### src/rtl/sertx_pkg.sv
package sertx_pkg;

    typedef enum logic [2:0] {
        ST_IDLE,
        ST_START,
        ST_DATA,
        ST_STOP,
        ST_BREAK,
        ST_MARK
    } tx_state_e;

    localparam logic [3:0] OP_RST_TX  = 4'h3;
    localparam logic [3:0] OP_BRK_ON  = 4'h6;
    localparam logic [3:0] OP_BRK_OFF = 4'h7;
    localparam logic [3:0] OP_RTS_ON  = 4'h8;
    localparam logic [3:0] OP_RTS_OFF = 4'h9;

    localparam logic [3:0] SEL_1X = 4'hF;

endpackage

### src/rtl/sertx_bit_timer.sv
module sertx_bit_timer #(
    parameter int OVERSAMPLE = 16
) (
    input  logic clk,
    input  logic rst_n,
    input  logic clear,
    input  logic tick,
    input  logic one_x,
    output logic bit_tick
);

    localparam int CW = (OVERSAMPLE > 1) ? $clog2(OVERSAMPLE) : 1;
    localparam logic [CW-1:0] LAST = CW'(OVERSAMPLE - 1);

    logic [CW-1:0] cnt;
    logic          wrap;

    assign wrap     = one_x || (cnt == LAST);
    assign bit_tick = tick && wrap;

    always_ff @(posedge clk or negedge rst_n) begin
        if (!rst_n) begin
            cnt <= '0;
        end else if (clear) begin
            cnt <= '0;
        end else if (tick) begin
            cnt <= wrap ? '0 : cnt + 1'b1;
        end
    end

    // a bit boundary never occurs without a clock enable pulse
    a_r2_tick_gated: assert property (@(posedge clk) disable iff (!rst_n)
        bit_tick |-> tick);

endmodule

### src/rtl/sertx_hold_reg.sv
module sertx_hold_reg #(
    parameter int DATA_W = 8
) (
    input  logic              clk,
    input  logic              rst_n,
    input  logic              clear,
    input  logic              load,
    input  logic              take,
    input  logic [DATA_W-1:0] din,
    output logic              full,
    output logic [DATA_W-1:0] dout
);

    always_ff @(posedge clk or negedge rst_n) begin
        if (!rst_n) begin
            full <= 1'b0;
            dout <= '0;
        end else if (clear) begin
            full <= 1'b0;
        end else if (load) begin
            full <= 1'b1;
            dout <= din;
        end else if (take) begin
            full <= 1'b0;
        end
    end

    // a held byte is neither lost nor overwritten until it is taken
    a_r4_keep_when_full: assert property (@(posedge clk) disable iff (!rst_n)
        (full && !take && !clear) |=> (full && $stable(dout)));

endmodule

### src/rtl/sertx_cmd_ctl.sv
module sertx_cmd_ctl
    import sertx_pkg::*;
(
    input  logic       clk,
    input  logic       rst_n,
    input  logic       cmd_en,
    input  logic [5:0] cmd,
    output logic       tx_en,
    output logic       brk_want,
    output logic       rts_n,
    output logic       xmt_clear
);

    logic [3:0] op;
    logic       dis_bit;
    logic       ena_bit;

    assign op      = cmd[5:2];
    assign dis_bit = cmd[1];
    assign ena_bit = cmd[0];

    assign xmt_clear = cmd_en && (op == OP_RST_TX);

    always_ff @(posedge clk or negedge rst_n) begin
        if (!rst_n) begin
            tx_en    <= 1'b0;
            brk_want <= 1'b0;
            rts_n    <= 1'b1;
        end else if (xmt_clear) begin
            tx_en    <= 1'b0;
            brk_want <= 1'b0;
        end else if (cmd_en) begin
            if (dis_bit) begin
                tx_en <= 1'b0;
            end else if (ena_bit) begin
                tx_en <= 1'b1;
            end
            case (op)
                OP_BRK_ON:  if (tx_en) brk_want <= 1'b1;
                OP_BRK_OFF: brk_want <= 1'b0;
                OP_RTS_ON:  rts_n    <= 1'b0;
                OP_RTS_OFF: rts_n    <= 1'b1;
                default:    ;
            endcase
        end
    end

    // a break request only appears while the transmitter was enabled
    a_r6_brk_needs_en: assert property (@(posedge clk) disable iff (!rst_n)
        $rose(brk_want) |-> $past(tx_en));

    // RTS follows its two operations on the next clock
    a_r9_rts_low: assert property (@(posedge clk) disable iff (!rst_n)
        (cmd_en && op == OP_RTS_ON) |=> !rts_n);
    a_r9_rts_high: assert property (@(posedge clk) disable iff (!rst_n)
        (cmd_en && op == OP_RTS_OFF) |=> rts_n);

    // the reset operation leaves RTS untouched
    a_r10_rts_kept: assert property (@(posedge clk) disable iff (!rst_n)
        xmt_clear |=> $stable(rts_n));

endmodule

### src/rtl/sertx_frame_fsm.sv
module sertx_frame_fsm
    import sertx_pkg::*;
#(
    parameter int DATA_W = 8
) (
    input  logic              clk,
    input  logic              rst_n,
    input  logic              clear,
    input  logic              bit_tick,
    input  logic              hold_full,
    input  logic [DATA_W-1:0] hold_data,
    input  logic              brk_want,
    output logic              take,
    output logic              txd,
    output logic              idle
);

    localparam int BW = (DATA_W > 1) ? $clog2(DATA_W) : 1;
    localparam logic [BW-1:0] LAST_BIT = BW'(DATA_W - 1);

    tx_state_e         state;
    tx_state_e         nxt;
    logic [DATA_W-1:0] shreg;
    logic [BW-1:0]     bitcnt;
    logic              in_brk;

    // state register
    always_ff @(posedge clk or negedge rst_n) begin
        if (!rst_n) begin
            state <= ST_IDLE;
        end else if (clear) begin
            state <= ST_IDLE;
        end else begin
            state <= nxt;
        end
    end

    // next state and load strobe
    always_comb begin
        nxt  = state;
        take = 1'b0;
        if (bit_tick) begin
            unique case (state)
                ST_IDLE: begin
                    if (hold_full) begin
                        nxt  = ST_START;
                        take = 1'b1;
                    end else if (brk_want) begin
                        nxt = ST_BREAK;
                    end
                end
                ST_START: nxt = ST_DATA;
                ST_DATA: begin
                    if (bitcnt == LAST_BIT) nxt = ST_STOP;
                end
                ST_STOP: begin
                    if (hold_full) begin
                        nxt  = ST_START;
                        take = 1'b1;
                    end else if (brk_want) begin
                        nxt = ST_BREAK;
                    end else begin
                        nxt = ST_IDLE;
                    end
                end
                ST_BREAK: begin
                    if (!brk_want) nxt = ST_MARK;
                end
                ST_MARK: begin
                    if (hold_full) begin
                        nxt  = ST_START;
                        take = 1'b1;
                    end else begin
                        nxt = ST_IDLE;
                    end
                end
                default: nxt = ST_IDLE;
            endcase
        end
    end

    // shift datapath
    always_ff @(posedge clk or negedge rst_n) begin
        if (!rst_n) begin
            shreg  <= '0;
            bitcnt <= '0;
        end else if (clear) begin
            shreg  <= '0;
            bitcnt <= '0;
        end else if (take) begin
            shreg  <= hold_data;
            bitcnt <= '0;
        end else if (bit_tick && state == ST_DATA) begin
            shreg  <= shreg >> 1;
            bitcnt <= bitcnt + 1'b1;
        end
    end

    // outputs
    always_comb begin
        unique case (state)
            ST_START, ST_BREAK: txd = 1'b0;
            ST_DATA:            txd = shreg[0];
            default:            txd = 1'b1;
        endcase
        idle   = (state == ST_IDLE);
        in_brk = (state == ST_BREAK);
    end

    // a break starts only when nothing was waiting in the holding register
    a_r7_break_after_queue: assert property (@(posedge clk) disable iff (!rst_n)
        $rose(in_brk) |-> !$past(hold_full));

    // leaving a break always passes through a high mark bit
    a_r8_mark_follows: assert property (@(posedge clk) disable iff (!rst_n)
        (in_brk && bit_tick && !brk_want && !clear) |=> (state == ST_MARK && txd));

    // the last data bit is followed by a high stop bit
    a_r2_stop_high: assert property (@(posedge clk) disable iff (!rst_n)
        (state == ST_DATA && bit_tick && bitcnt == LAST_BIT && !clear) |=> txd);

    // a loaded frame opens with a low start bit
    a_r2_start_low: assert property (@(posedge clk) disable iff (!rst_n)
        (take && !clear) |=> !txd);

endmodule

### src/rtl/sertx_break_ctl.sv
module sertx_break_ctl
    import sertx_pkg::*;
#(
    parameter int DATA_W     = 8,
    parameter int OVERSAMPLE = 16
) (
    input  logic              clk,
    input  logic              rst_n,
    input  logic              bit_clk_en,
    input  logic [3:0]        clk_sel,
    input  logic              wr_en,
    input  logic [DATA_W-1:0] wr_data,
    input  logic              cmd_en,
    input  logic [5:0]        cmd,
    output logic              txd,
    output logic              rts_n,
    output logic              tx_rdy,
    output logic              tx_emt
);

    logic              tx_en;
    logic              brk_want;
    logic              xmt_clear;
    logic              bit_tick;
    logic              hold_full;
    logic [DATA_W-1:0] hold_data;
    logic              take;
    logic              fsm_idle;
    logic              load;
    logic              one_x;

    assign one_x  = (clk_sel == SEL_1X);
    assign tx_rdy = tx_en && !hold_full;
    assign tx_emt = tx_rdy && fsm_idle;
    assign load   = wr_en && tx_rdy;

    sertx_cmd_ctl u_cmd (
        .clk       (clk),
        .rst_n     (rst_n),
        .cmd_en    (cmd_en),
        .cmd       (cmd),
        .tx_en     (tx_en),
        .brk_want  (brk_want),
        .rts_n     (rts_n),
        .xmt_clear (xmt_clear)
    );

    sertx_bit_timer #(.OVERSAMPLE(OVERSAMPLE)) u_timer (
        .clk      (clk),
        .rst_n    (rst_n),
        .clear    (xmt_clear),
        .tick     (bit_clk_en),
        .one_x    (one_x),
        .bit_tick (bit_tick)
    );

    sertx_hold_reg #(.DATA_W(DATA_W)) u_hold (
        .clk   (clk),
        .rst_n (rst_n),
        .clear (xmt_clear),
        .load  (load),
        .take  (take),
        .din   (wr_data),
        .full  (hold_full),
        .dout  (hold_data)
    );

    sertx_frame_fsm #(.DATA_W(DATA_W)) u_fsm (
        .clk       (clk),
        .rst_n     (rst_n),
        .clear     (xmt_clear),
        .bit_tick  (bit_tick),
        .hold_full (hold_full),
        .hold_data (hold_data),
        .brk_want  (brk_want),
        .take      (take),
        .txd       (txd),
        .idle      (fsm_idle)
    );

    // an empty transmitter always rests the line high
    a_r3_emt_line_high: assert property (@(posedge clk) disable iff (!rst_n)
        tx_emt |-> txd);

    // a disable bit clears both status flags on the next clock
    a_r5_disable_flags: assert property (@(posedge clk) disable iff (!rst_n)
        (cmd_en && cmd[1]) |=> (!tx_rdy && !tx_emt));

    // the reset operation empties and disables the transmitter
    a_r10_reset_state: assert property (@(posedge clk) disable iff (!rst_n)
        xmt_clear |=> (!tx_rdy && txd && !hold_full));

endmodule

### config.mk
export PLATFORM = sky130hd
export DESIGN_NAME = sertx_break_ctl
export DESIGN_NICKNAME = d
export VERILOG_FILES = /design/src/rtl/sertx_pkg.sv /design/src/rtl/sertx_bit_timer.sv /design/src/rtl/sertx_hold_reg.sv /design/src/rtl/sertx_cmd_ctl.sv /design/src/rtl/sertx_frame_fsm.sv /design/src/rtl/sertx_break_ctl.sv
export SDC_FILE = /design/constraint.sdc
export NUM_CORES = 1
export LEC_CHECK = 0
export BUFFER_PORTS_ARGS = -buffer_cell sky130_fd_sc_hd__buf_2
export CELL_PAD_IN_SITES_DETAIL_PLACEMENT = 0
export CELL_PAD_IN_SITES_GLOBAL_PLACEMENT = 2
export CORE_ASPECT_RATIO = 0.7
export CORE_MARGIN = 8
export CORE_UTILIZATION = 37
export DETAILED_ROUTE_END_ITERATION = 12
export PLACE_DENSITY_LB_ADDON = 0.1
export SLEW_MARGIN = 15
export SYNTH_ARGS = -nofsm -noshare
export SYNTH_HDL_FRONTEND = slang
export SYNTH_SLANG_ARGS = --single-unit
### constraint.sdc
create_clock -name clk -period 2.3 [get_ports clk]
set_clock_uncertainty 0.15 [all_clocks]
set_input_delay 0.345 -clock clk [delete_from_list [all_inputs] [get_ports clk]]
set_output_delay 0.345 -clock clk [all_outputs]
set_load 0.02 [all_outputs]
-- Word level (Yosys, flattened, before mapping)
Index checks and enable logic that the tools add are counted.
W data, S select, Z words.
- logic and storage cells: 88
- memory bits (writable): 0
- bits in latches: 0
- memories: 0
- input bits: 23
- register bits: 30
- bits in read-only memories: 0
- div/mod/pow operators: 0
- add/subtract/negate cells: 2
- equality and inequality tests: 17
- multipliers: 0
- bitwise logic cells: 1
- multiplexer cells: 35
- $lt $le $gt $ge: 0
- shifts and indexed selects: 0
- reduce and logical (&&, ||, !) cells: 24
- operators with widths (kind ; number):
    $mux W3 ; 11
    $mux W8 ; 3
    $pmux W3 S6 ; 1
    $eq A4 B4 Y1 const B ; 4
    $mux W1 ; 14
    $mux W4 ; 3
    $reduce_bool A3 Y1 ; 4
    $eq A3 B3 Y1 const B ; 3
    $eq A4 B3 Y1 const B ; 2
    $reduce_bool A2 Y1 ; 4
    $eq A3 B2 Y1 const B ; 2
    $logic_and A1 B1 Y1 ; 6
    $pmux W1 S2 ; 3
    $reduce_and A3 Y1 ; 2
    $add A4 B1 Y4 const B ; 1
    $eq A4 B2 Y1 const B ; 1
    $ne A4 B1 Y1 const B ; 1
    $reduce_and A2 Y1 ; 2
    $reduce_and A4 Y1 ; 1
    $add A3 B1 Y3 const B ; 1
    $eq A3 B1 Y1 const B ; 1
    $logic_not A3 Y1 ; 1
    $ne A3 B1 Y1 const B ; 1
    $ne A3 B2 Y1 const B ; 1
    other kinds (6) ; 6

-- Depth between registers and ports, before layout
Gate-level depths: netlist of the first run.
- depth after elaboration: 7
- gate-level depth with buffers: 6
- mapped depth without buffers: 6

-- Modules after synthesis
From an unflattened synthesis of the first run, not the netlist that was laid out.
- cell total of the unflattened synthesis: 136
- area, all modules: 1680.4 sq um
- modules (own cells, without submodules) (module ; area an instance (sq um) ; instances ; cells each ; seq. area each (sq um)):
    sertx_frame_fsm ; 863.3 ; 1 ; 75 ; 350.3
    sertx_hold_reg ; 385.4 ; 1 ; 22 ; 225.2
    sertx_bit_timer ; 235.2 ; 1 ; 24 ; 100.1
    sertx_cmd_ctl ; 158.9 ; 1 ; 11 ; 76.3
    sertx_break_ctl ; 37.5 ; 1 ; 4 ; 0.0

-- Worst setup path before layout of the first run
OpenSTA, ideal clock, no wires.
- kind: reg2out
- start: register u_hold.full
- end: output port tx_emt
- cell stages (with the launch flop): 4
- data required time: 1.805 ns
- setup slack: 0.311 ns
- data arrival time: 1.494 ns
- cell sequence: dfrtp_1 -> buf_6 -> and2b_2 -> nor4b_1
- longest elaborated chain between the ends: 3
- ends and longest elaborated chain (element ; RTL line ; source):
    start, declared ; sertx_hold_reg.sv:10 ; output logic full,
    start signal, assigned ; sertx_hold_reg.sv:16 ; full <= 1'b0;
    start signal, assigned ; sertx_hold_reg.sv:19 ; full <= 1'b0;
    start signal, assigned ; sertx_hold_reg.sv:21 ; full <= 1'b1;
    $logic_not A1 Y1 ; sertx_break_ctl.sv:33 ; assign tx_rdy = tx_en && !hold_full;
    $logic_and A1 B1 Y1 ; sertx_break_ctl.sv:33 ;
    named net tx_rdy ; sertx_break_ctl.sv:17 ; output logic tx_rdy,
    $logic_and A1 B1 Y1 ; sertx_break_ctl.sv:34 ; assign tx_emt = tx_rdy && fsm_idle;
    end, declared ; sertx_break_ctl.sv:18 ; output logic tx_emt
The timed path passes the listed nets, and every way through them passes these cells.

-- Final worst setup path of the first run
- start: register u_fsm.state[2]
- end: register u_fsm.shreg[6]
- longest elaborated chain between the ends: 6
- elaborated cells on any way between the ends: 11
- those cells by class: eq/ne: 3; mux: 4; reduce/logical: 4
- ends and longest elaborated chain (element ; RTL line ; source):
    start, declared ; sertx_frame_fsm.sv:21 ; tx_state_e state;
    start signal, assigned ; sertx_frame_fsm.sv:34 ; state <= nxt;
    $eq A3 B2 Y1 (tied with other cells) ; sertx_frame_fsm.sv:43 ; unique case (state)
    $reduce_or A3 Y1 (no source line) ; -- ;
    $mux W1 ; -- ;
    $mux W1 ; sertx_frame_fsm.sv:42 ; if (bit_tick) begin
    $mux W8 ; sertx_frame_fsm.sv:90 ; end else if (take) begin
    $mux W8 ; sertx_frame_fsm.sv:87 ; end else if (clear) begin
    end signal, assigned ; sertx_frame_fsm.sv:91 ; shreg <= hold_data;
    end signal, assigned ; sertx_frame_fsm.sv:94 ; shreg <= shreg >> 1;
    end, declared ; sertx_frame_fsm.sv:23 ; logic [DATA_W-1:0] shreg;
Parallel ways exist; a longest one is shown, timed or not.
A chain may end at the register's enable or synchronous reset.

==> summary.md, run 1 <==
| Metric | Value |
|---|---|
| Gate Count Post-Synth | 143 |
| Arrival time worst endpoint | 2.05 ns |
| Nets@finish | 193 |
| Design area | 1870 µm² |
| Worst reg-to-reg setup slack | 0.26 ns |
| R2R Path End | u_fsm.shreg[6] |
| Worst R2R Path Depth | 4 |
| CTS Sinks | 30 |
| Max Root-Sink Buffers | 2 |
| Final Core Density | 0.428 |
| Rel. slew slack | 0.536 |
| Hold path startpoint | cmd[1] |
| Post-DP HPWL | 2.58 mm |
| Power Dens Cells | 833 nW/µm² |
| Fin crit share | 0.885 |
| Crit path depth | 4 |
| Commonest non-fill, non-tap cell in the layout | dfrtp_1 |
| Ranking of synthesized cells by area | dfrtp_1, mux2_1, a221o_1, buf_6, nor3b_1 |
| Highest Clock Rate | 0.491 GHz |
| Row count | 20 |
| Post-route DRC | 0 |
| Hold buffer count at CTS | 1 |
| Kind of critical path | reg2reg |
| DR pass1 iterations | 4 |
| Vias in the first global route | 1224 |
| Antenna violations before repair | 0 |
| Register area share after synthesis | 0.450 |
| Setup TNS | 0 ns |
| Antenna cells | 0 |
| R2r startpoint | u_fsm.state[2] |
| Top FF cell, synth | dfrtp_1 |
| Worst EP required | 2.31 ns |
| Largest net degree at the start of global routing | 31 |
| Drt initial violations | 42 |
| Clock root buffer master | clkbuf_8 |
| H-tree Lvls | 2 |
| Gp weighted congestion | 0.728 |
| P_leak | 0.000837 µW |
| Syn-to-layout area delta | 11.5% |
| CP Capture Type | flip-flop |
| Core Area | 4350 µm² |
| Worst hold path class | in2reg |
| WL/cell | 16.0 µm |
| TritonCTS clock tree | yes |
| Clock-pin transition on the worst setup and hold timing paths | 0.06 ns |
| Synth warnings | 0 |
| Syn avg cell area | 11.7 µm² |
| Mapped cell area | 1670 µm² |
| Hold Path End | u_cmd.tx_en |
| Crit path launch type | flip-flop |
| Peak VDD IR | 0.000309 V |
| GRT overflow | 0 |
| Vias | 1220 |
| Slowest CP cell | dfrtp_1 |
| Hold path cells | 2 |
| WL final | 3.56 mm |
| Top cell type's share of synthesized area | 0.434 |
| Fin crit period | 2.04 ns |
| Width of the die | 96.4 µm |
| I/O pins | 27 |
| Die ar. | 6960 µm² |
| RSZ-0062 raised after global routing | no |
| Unique cell type count in the Yosys netlist | 53 |
| CTS Buf Count | 5 |
| Outcome | finished, final reports clean |
| Syn Nets | 169 |
| Seq cells post-synth | 30 |
| CP top delay family | compound AO/OA/AOI/OAI gates |
| GRT Util Overall | 0.110 |
| Initial Utilization | 0.384 |
| WP buf/inv | 0 |
| Slew @ Worst Pin | 0.693 ns |
| I/O Buffers | 26 |
| Final Max Tran Viols | 0 |
| # setup viols final | 0 |
| Final hold violations | 0 |
| Cell Area, Placed | 1760 µm² |
| Max Fanout on Critical Path | 17 |
| Worst-Skew Late Latency | 0.28 ns |
| Final ANT Viol Nets | 0 |
| Yosys top cell by area | dfrtp_1 |
| Worst path max stage delay | 0.59 ns |
| Worst path cell trace | nor3b_4 -> a211oi_2 -> o21a_1 -> a221o_1 |
| First-pass GRT wire length | 5.95 mm |
| Routed vias/inst | 5.47 |
| Async S/R FF share, synth | 1.00 |
| Max-Cap Viols | 0 |
| Die height | 72.3 µm |
| Layout cells sized above 1 | 0.268 |
| Post-synth EDFFs | 0 |
| CTS resizes | 0 |
| Most frequent cells in the layout | dfrtp_1, buf_2, a21oi_1 |
| Postcts setup bufs | 0 |
## through the flow
step	hold slack (ns)	power, µW	std cells	worst slack, ns
4_1_cts	0.0906	1580	223	0.263
3_5_place_dp	0.280	1130	214	0.276
3_3_place_gp	0.283	1120	214	0.280
6_report	0.0912	1550	223	0.265
2_1_floorplan	-0.101	1050	143	0.311
5_1_grt	0.0909	1660	223	0.119
## routing by layer
layer / global-route usage / up-vias / wire (µm)
met5: 0 / - / 0
met4: 0.0452 / 0 / 49
met3: 0.0371 / 8 / 189
met2: 0.148 / 23 / 1420
met1: 0.155 / 587 / 1900
li1: - / 602 / -
## registers in the layout, summed over array words and instances (netlist names)
name,cells
u_fsm.shreg,8
u_hold.dout,8
u_timer.cnt,4
u_fsm.bitcnt,3
u_fsm.state,3
u_cmd.brk_want,1
u_cmd.rts_n,1
u_cmd.tx_en,1
u_hold.full,1
## report_power, final
part	internal, µW	leakage (µW)	total [µW]	switching [µW]
registers	674	0.000381	790	117
logic	173	0.000408	329	156
clock network	241	0.0000482	436	195
total	1090	0.000837	1550	467
## layout make-up
cell class	instances	area, µm²
fillers	424	2490
repair buffers	28	148
clock buffers	7	86.3
multi-input cells	102	806
clock inverters	1	5.00
well taps	55	68.8
flip-flops and latches	30	752
## worst max-delay path by stage
stage | start | endpoint
floorplan | u_hold.full | tx_emt
global placement | cmd_en | u_hold.dout[3]
detailed placement | u_timer.cnt[0] | u_fsm.shreg[3]
CTS | u_hold.full | tx_emt
global route | u_timer.cnt[0] | u_fsm.shreg[6]
finish | u_fsm.state[2] | u_fsm.shreg[6]
## worst register-to-register path, stage by stage, from the launching register on
cell and delay (ns):
dfrtp_1 0.59, nor3b_4 0.38, a211oi_2 0.12, o21a_1 0.29
a221o_1 0.39
## kinds of logic after synthesis
group	synth area share
AOI/OAI and AO/OA	0.175
xor gates and xnor gates	0.0105
adders and majority gates	0.0224
muxes	0.0666
and+or+nand+nor	0.207
buffers and inverters	0.0688
DFF	0.450
## cells in the mapped netlist, drive strengths merged, types with 2 or more instances
| cell | instances |
|---|---|
| and4b | 2 |
| nor3 | 2 |
| nor3b | 8 |
| o21a | 2 |
| a221o | 7 |
| nand3b | 3 |
| a31o | 2 |
| and3b | 2 |
| ha | 3 |
| mux2 | 9 |
| buf | 10 |
| nand3 | 4 |
| nand2b | 3 |
| dfrtp | 29 |
| a211oi | 2 |
| and4 | 3 |
| and3 | 3 |
| nor2 | 7 |
| a21oi | 10 |
| o21ai | 9 |
| nor4bb | 3 |
Note: power is estimated with default switching activity, not from simulation.
==> run 2: changes to the inputs <==
--- a/config.mk
+++ b/config.mk
@@ -5,15 +5,15 @@
 export SDC_FILE = /design/constraint.sdc
 export NUM_CORES = 1
 export LEC_CHECK = 0
+export ABC_AREA = 1
 export BUFFER_PORTS_ARGS = -buffer_cell sky130_fd_sc_hd__buf_2
 export CELL_PAD_IN_SITES_DETAIL_PLACEMENT = 0
 export CELL_PAD_IN_SITES_GLOBAL_PLACEMENT = 2
 export CORE_ASPECT_RATIO = 0.7
 export CORE_MARGIN = 8
-export CORE_UTILIZATION = 37
+export CORE_UTILIZATION = 32
 export DETAILED_ROUTE_END_ITERATION = 12
 export PLACE_DENSITY_LB_ADDON = 0.1
-export SLEW_MARGIN = 15
 export SYNTH_ARGS = -nofsm -noshare
 export SYNTH_HDL_FRONTEND = slang
 export SYNTH_SLANG_ARGS = --single-unit
==> summary.md, run 2 <==
| Metric | Value |
|---|---|
| Commonest non-fill, non-tap cell in the layout | nand2_1 |
| Drt initial violations | 61 (+45%) |
| Worst hold path class | in2reg |
| Final Max Tran Viols | 0 (unchanged) |
| Worst R2R Path Depth | 10 (+6) |
| Slowest CP cell | dfrtp_1 |
| # setup viols final | 0 (unchanged) |
| Crit path launch type | flip-flop |
| Clock-pin transition on the worst setup and hold timing paths | 0.06 ns (about the same) |
| Largest net degree at the start of global routing | 31 (unchanged) |
| Final ANT Viol Nets | 0 (unchanged) |
| Outcome | finished, final reports clean |
| Max-Cap Viols | 0 (unchanged) |
| Max Root-Sink Buffers | 2 (unchanged) |
| Post-route non-filler standard cell count | 316 (+42%) |
| Post-route DRC | 0 (unchanged) |
| R2R Path End | u_fsm.bitcnt[1] |
| CP top delay family | flip-flops |
| Syn avg cell area | 7.77 µm² (-34%) |
| Gp weighted congestion | 0.808 (+11%) |
| Antenna cells | 0 (unchanged) |
| Syn Nets | 238 (+41%) |
| Layout cells sized above 1 | 0.205 (-0.0629) |
| WP buf/inv | 2 (+2) |
| GRT overflow | 0 (unchanged) |
| DR pass1 iterations | 4 (unchanged) |
| H-tree Lvls | 2 (unchanged) |
| Most numerous cell in the Yosys netlist | nand2_1 |
| RSZ-0062 raised after global routing | no |
| Gate Count Post-Synth | 212 (+48%) |
| First-pass GRT wire length | 6.66 mm (+12%) |
| Register area share after synthesis | 0.457 (+0.00717) |
| Sw frac | 0.402 (+0.101) |
| GRT Util Overall | 0.109 (-0.00115) |
| Fin crit share | 0.885 (about the same) |
| R2r startpoint | u_timer.cnt[0] |
| I/O pins | 27 (unchanged) |
| Row count | 22 (+10%) |
| Placed Cells | 307 (+43%) |
| Initial Utilization | 0.323 (-0.0609) |
| Width of the die | 102 µm (+5.6%) |
| Setup TNS | 0 ns (unchanged) |
| Clock Power Share | 0.223 (-0.057) |
| Worst setup startpoint | u_fsm.state[1] |
| Yosys top cell by area | dfrtp_1 |
| P_sw | 795 µW (+70%) |
| Worst path max stage delay | 0.50 ns (-0.09 ns) |
| Die height | 76.0 µm (+5.2%) |
| Worst EP required | 1.80 ns (-0.51 ns) |
| CP Capture Type | output port |
| Core Area | 5090 µm² (+17%) |
| TritonCTS clock tree | yes |
| Synth warnings | 0 (unchanged) |
| Power Dens Cells | 1010 nW/µm² (+22%) |
| Worst path cell trace | clkinv_1 -> nand3_1 -> nand2_2 -> o21ai_0 -> buf_2 |
| Top cell type's share of synthesized area | 0.441 (+0.00692) |
| Max Fanout on Critical Path | 8 (-9) |
| Ranking of synthesized cells by area | dfrtp_1, nand2_1, nand3_1, inv_1, o21ai_0 |
| Top FF cell, synth | dfrtp_1 |
| Vias in the first global route | 1383 (+13%) |
| Synth top cells by count | nand2_1, dfrtp_1, inv_1, nand3_1, o21ai_0 |
| CTS Buf Count | 5 (unchanged) |
| Clock root buffer master | clkbuf_8 |
| Nets@finish | 269 (+39%) |
| Syn-to-layout area delta | 18.4% |
| Hold path startpoint | cmd[1] |
| Unique cell type count in the Yosys netlist | 30 (-43%) |
| Slew @ Worst Pin | 0.714 ns (+0.0202 ns) |
| Seq cells post-synth | 30 (unchanged) |
| Highest Clock Rate | 0.491 GHz (about the same) |
| Sequential group share of total power | 0.433 (-0.075) |
| Worst-Skew Late Latency | 0.28 ns (about the same) |
| Worst reg-to-reg setup slack | 0.34 ns (+0.08 ns) |
| WL final | 3.87 mm (+8.6%) |
| Mapped cell area | 1650 µm² (-1.6%) |
| Biggest registers after layout | u_fsm.shreg x8, u_hold.dout x8, u_timer.cnt x4 |
| Hold Path End | u_cmd.tx_en |
| Rel. slew slack | 0.524 (-0.0114) |
| Hold slack | 0.0980 ns (+0.00684 ns) |
| Combinational share of power | 0.344 (+0.133) |
| Arrival time worst endpoint | 1.54 ns (-0.51 ns) |
| Antenna violations before repair | 0 (unchanged) |
| Fin crit period | 2.04 ns (-0.0000100 ns) |
| Peak VDD IR | 0.000474 V (+53%) |
| Vias | 1431 (+17%) |
| Final hold violations | 0 (unchanged) |
| Routed vias/inst | 4.53 (-17%) |
| Most frequent cells in the layout | nand2_1, dfrtp_1, buf_2 |
| Post-DP HPWL | 2.93 mm (+14%) |
| CTS Sinks | 30 (unchanged) |
| Hold path cells | 2 (unchanged) |
| Kind of critical path | reg2out |
| I/O Buffers | 26 (unchanged) |
| Async S/R FF share, synth | 1.00 (unchanged) |
| WL/cell | 12.2 µm (-23%) |
| P_leak | 0.00107 µW (+28%) |
| Int Power | 1180 µW (+8.8%) |
| Post-synth EDFFs | 0 (unchanged) |
| Postcts setup bufs | 0 (unchanged) |
| Die ar. | 7730 µm² (+11%) |
run 2: cell types whose count changed after synthesis, sizes merged, moves of 5 or more:
cell   before  now
nand3       4   22
nand2       1   77
o21ai       9   15
nor3b       8    0
mux2        9    1
a221o       7    0
nor2        7   13
a21oi      10    5
buf        10    4
inv         0   25
nand4       0    8
run 2: cell families (layout without fill, tap and decap cells):
| family | Yosys count | after routing | share of synthesized area |
|---|---|---|---|
| flip-flops | 30 | 30 | 0.457 |
| adder cells (fa/ha/maj) | 3 | 3 | 0.0228 |
| multiplexers | 1 | 1 | 0.00684 |
| XOR/XNOR | 2 | 2 | 0.0106 |
| buffers and inverters | 31 | 63 | 0.0828 |
| AND/OR/NAND/NOR | 123 | 123 | 0.344 |
| AO/OA/AOI/OAI | 22 | 22 | 0.0760 |
run 2: area by class of cell:
class                   count  area (µm²)
fillers                   530        3140
multi-input cells         151         763
flip-flops and latches     30         752
repair buffers             29         155
inverters                  26        97.6
well taps                  72        90.1
clock buffers               7        86.3
clock inverters             1        5.00
run 2: worst max path at each step:
stage	cells past startpoint	slack [ns]	to
2_1_floorplan	4	0.59	tx_emt
3_3_place_gp	10	0.29	u_fsm.shreg[5]
3_5_place_dp	10	0.20	u_fsm.bitcnt[1]
4_1_cts	10	0.18	u_fsm.bitcnt[1]
5_1_grt	5	0.05	txd
6_report	5	0.26	txd
run 2: layer usage:
metal	share of wire	track usage	up-vias
met5	0	0	-
met4	0.0083	0.0356	0
met3	0.049	0.0347	4
met2	0.39	0.138	34
met1	0.55	0.164	648
li1	-	-	745
run 2: stage by stage:
step                 util  worst slack (ns)  area, µm²  power (µW)
floorplan               -             0.585       1650        1350
global placement    0.362             0.293       1840        1540
detailed placement  0.362             0.204       1840        1540
CTS                 0.382             0.184       1940        2000
global route        0.383            0.0524       1950        2150
finish              0.383             0.265       1950        1980
run 2: power groups by stage:
stage          clock [µW]  sequential, µW  combinational (µW)
6_report              441             855                 681
5_1_grt               476             879                 789
4_1_cts               458             854                 687
3_5_place_dp            0             863                 682
3_3_place_gp            0             859                 678
2_1_floorplan           0             800                 554
run 2: timing repair:
item	in CTS	in global routing
setup endpoints to repair	0	3
gates resized for setup	0	1
hold buffers	1	0
hold endpoints to repair	29	0
==> run 3: changes to the inputs <==
--- a/config.mk
+++ b/config.mk
@@ -14,6 +14,7 @@
 export CORE_UTILIZATION = 32
 export DETAILED_ROUTE_END_ITERATION = 12
 export PLACE_DENSITY_LB_ADDON = 0.1
+export SETUP_SLACK_MARGIN = 0.3
 export SYNTH_ARGS = -nofsm -noshare
 export SYNTH_HDL_FRONTEND = slang
 export SYNTH_SLANG_ARGS = --single-unit
==> summary.md, run 3 (synthesis results as in run 2) <==
| Metric | Value |
|---|---|
| Outcome | finished, final reports clean |
| Worst path cell trace | inv_2 -> nand3_2 -> nand2_2 -> o21ai_1 -> buf_2 |
| Setup ws final | 0.437 ns (+0.172 ns) |
| RSZ-0062 raised after global routing | yes |
| Final hold violations | 0 (unchanged) |
| DR pass1 iterations | 4 (unchanged) |
| CTS Buf Count | 5 (unchanged) |
| Worst-Skew Late Latency | 0.28 ns (about the same) |
| Most frequent cells in the layout | nand2_1, dfrtp_1, buf_2 |
| Rel. slew slack | 0.530 (+0.00587) |
| Highest Clock Rate | 0.537 GHz (+9.2%) |
| Largest net degree at the start of global routing | 31 (unchanged) |
| P_leak | 0.00109 µW (+1.6%) |
| Final ANT Viol Nets | 0 (unchanged) |
| Row count | 22 (unchanged) |
| Initial Utilization | 0.323 (unchanged) |
| Syn-to-layout area delta | 20.7% |
| Setup TNS | 0 ns (unchanged) |
| CTS Sinks | 30 (unchanged) |
| Crit path launch type | flip-flop |
| Max Fanout on Critical Path | 7 (-1) |
| TritonCTS clock tree | yes |
| Worst path max stage delay | 0.46 ns (-0.04 ns) |
| GRT Util Overall | 0.109 (unchanged) |
| Biggest registers after layout | u_fsm.shreg x8, u_hold.dout x8, u_timer.cnt x4 |
| Slowest CP cell | dfrtp_1 |
| Worst EP required | 1.80 ns (about the same) |
| CP Capture Type | output port |
| Post-DP HPWL | 2.93 mm (unchanged) |
| Vias in the first global route | 1388 (+0.36%) |
| Die height | 76.0 µm (unchanged) |
| Cell Area, Placed | 1840 µm² (unchanged) |
| Max Root-Sink Buffers | 2 (unchanged) |
| WL final | 3.95 mm (+2.0%) |
| H-tree Lvls | 2 (unchanged) |
| # setup viols final | 0 (unchanged) |
| Commonest non-fill, non-tap cell in the layout | nand2_1 |
| WP buf/inv | 2 (unchanged) |
| Antenna violations before repair | 0 (unchanged) |
| I/O Buffers | 26 (unchanged) |
| Fin crit share | 0.810 (-0.0747) |
| Die ar. | 7730 µm² (unchanged) |
| Post-route non-filler standard cell count | 320 (+1.3%) |
| Power Dens Cells | 1010 nW/µm² (-0.17%) |
| CP top delay family | flip-flops |
| Placed Cells | 307 (unchanged) |
| Routed vias/inst | 4.49 (-0.90%) |
| Post-route DRC | 0 (unchanged) |
| Vias | 1436 (+0.35%) |
| Arrival time worst endpoint | 1.37 ns (-0.17 ns) |
| Max-Cap Viols | 0 (unchanged) |
| Design area | 1990 µm² (+2.0%) |
| Core Area | 5090 µm² (unchanged) |
| Fin crit period | 1.86 ns (-0.172 ns) |
| Peak VDD IR | 0.000481 V (+1.4%) |
| WL/cell | 12.3 µm (+0.71%) |
| Place WS | 0.204 ns (unchanged) |
| GRT overflow | 0 (unchanged) |
| Kind of critical path | reg2out |
| Nets@finish | 273 (+1.5%) |
| First-pass GRT wire length | 6.68 mm (+0.32%) |
| Width of the die | 102 µm (unchanged) |
| Antenna cells | 0 (unchanged) |
| Clock root buffer master | clkbuf_8 |
| Final Max Tran Viols | 0 (unchanged) |
| Clock-pin transition on the worst setup and hold timing paths | 0.06 ns (about the same) |
| Slew @ Worst Pin | 0.705 ns (-0.00880 ns) |
| Drt initial violations | 66 (+8.2%) |
| Gp weighted congestion | 0.808 (unchanged) |
| Worst hold path class | in2reg |
| Layout cells sized above 1 | 0.230 (+0.0249) |
| I/O pins | 27 (unchanged) |
## run 3: power by group
group          total [µW]  switching, µW  internal, µW
Clock                 439            198           241
Combinational         720            444           276
Sequential            854            159           695
Total                2010            801          1210
## run 3: final timing paths
check / start / end / slack [ns] / depth (start not counted)
setup / recovery: u_fsm.state[0] / txd / 0.44 / 5
hold / removal: cmd[1] / u_cmd.tx_en / 0.1 / 2
setup reg to reg: u_timer.cnt[0] / u_fsm.shreg[0] / 0.45 / 10
hold reg to reg: u_fsm.shreg[7] / u_fsm.shreg[7] / 0.33 / 2
max in group asynchronous: rst_n / u_fsm.state[1] / 1.01 / 2
min in group asynchronous: rst_n / u_cmd.tx_en / 0.50 / 2
## run 3: per-stage QoR
step | utilization | hold WS, ns | total power (µW)
floorplan | - | -0.101 | 1350
global placement | 0.362 | 0.278 | 1540
detailed placement | 0.362 | 0.295 | 1540
CTS | 0.383 | 0.0893 | 2000
global route | 0.390 | 0.103 | 2190
finish | 0.390 | 0.0976 | 2010
## run 3: area by class of cell
| type | count | area [µm²] |
|---|---|---|
| multi-input cells | 152 | 777 |
| well taps | 72 | 90.1 |
| clock inverters | 1 | 5.00 |
| inverters | 26 | 97.6 |
| repair buffers | 32 | 178 |
| flip-flops and latches | 30 | 754 |
| fillers | 530 | 3100 |
| clock buffers | 7 | 86.3 |
## run 3: metal layers
layer | routed length [µm] | track usage | vias up
met5 | 0 | 0 | -
met4 | 32 | 0.0356 | 0
met3 | 172 | 0.0347 | 4
met2 | 1550 | 0.140 | 28
met1 | 2190 | 0.163 | 653
li1 | - | - | 751
## run 3: repair_timing
action | in CTS | in global routing
setup buffers | 0 | 3
endpoints found under the setup margin | 12 | 12
endpoints found under the hold margin | 29 | 0
pin swaps | 0 | 3
resized for setup | 2 | 4
hold buffers | 1 | 0
gates cloned | 0 | 1
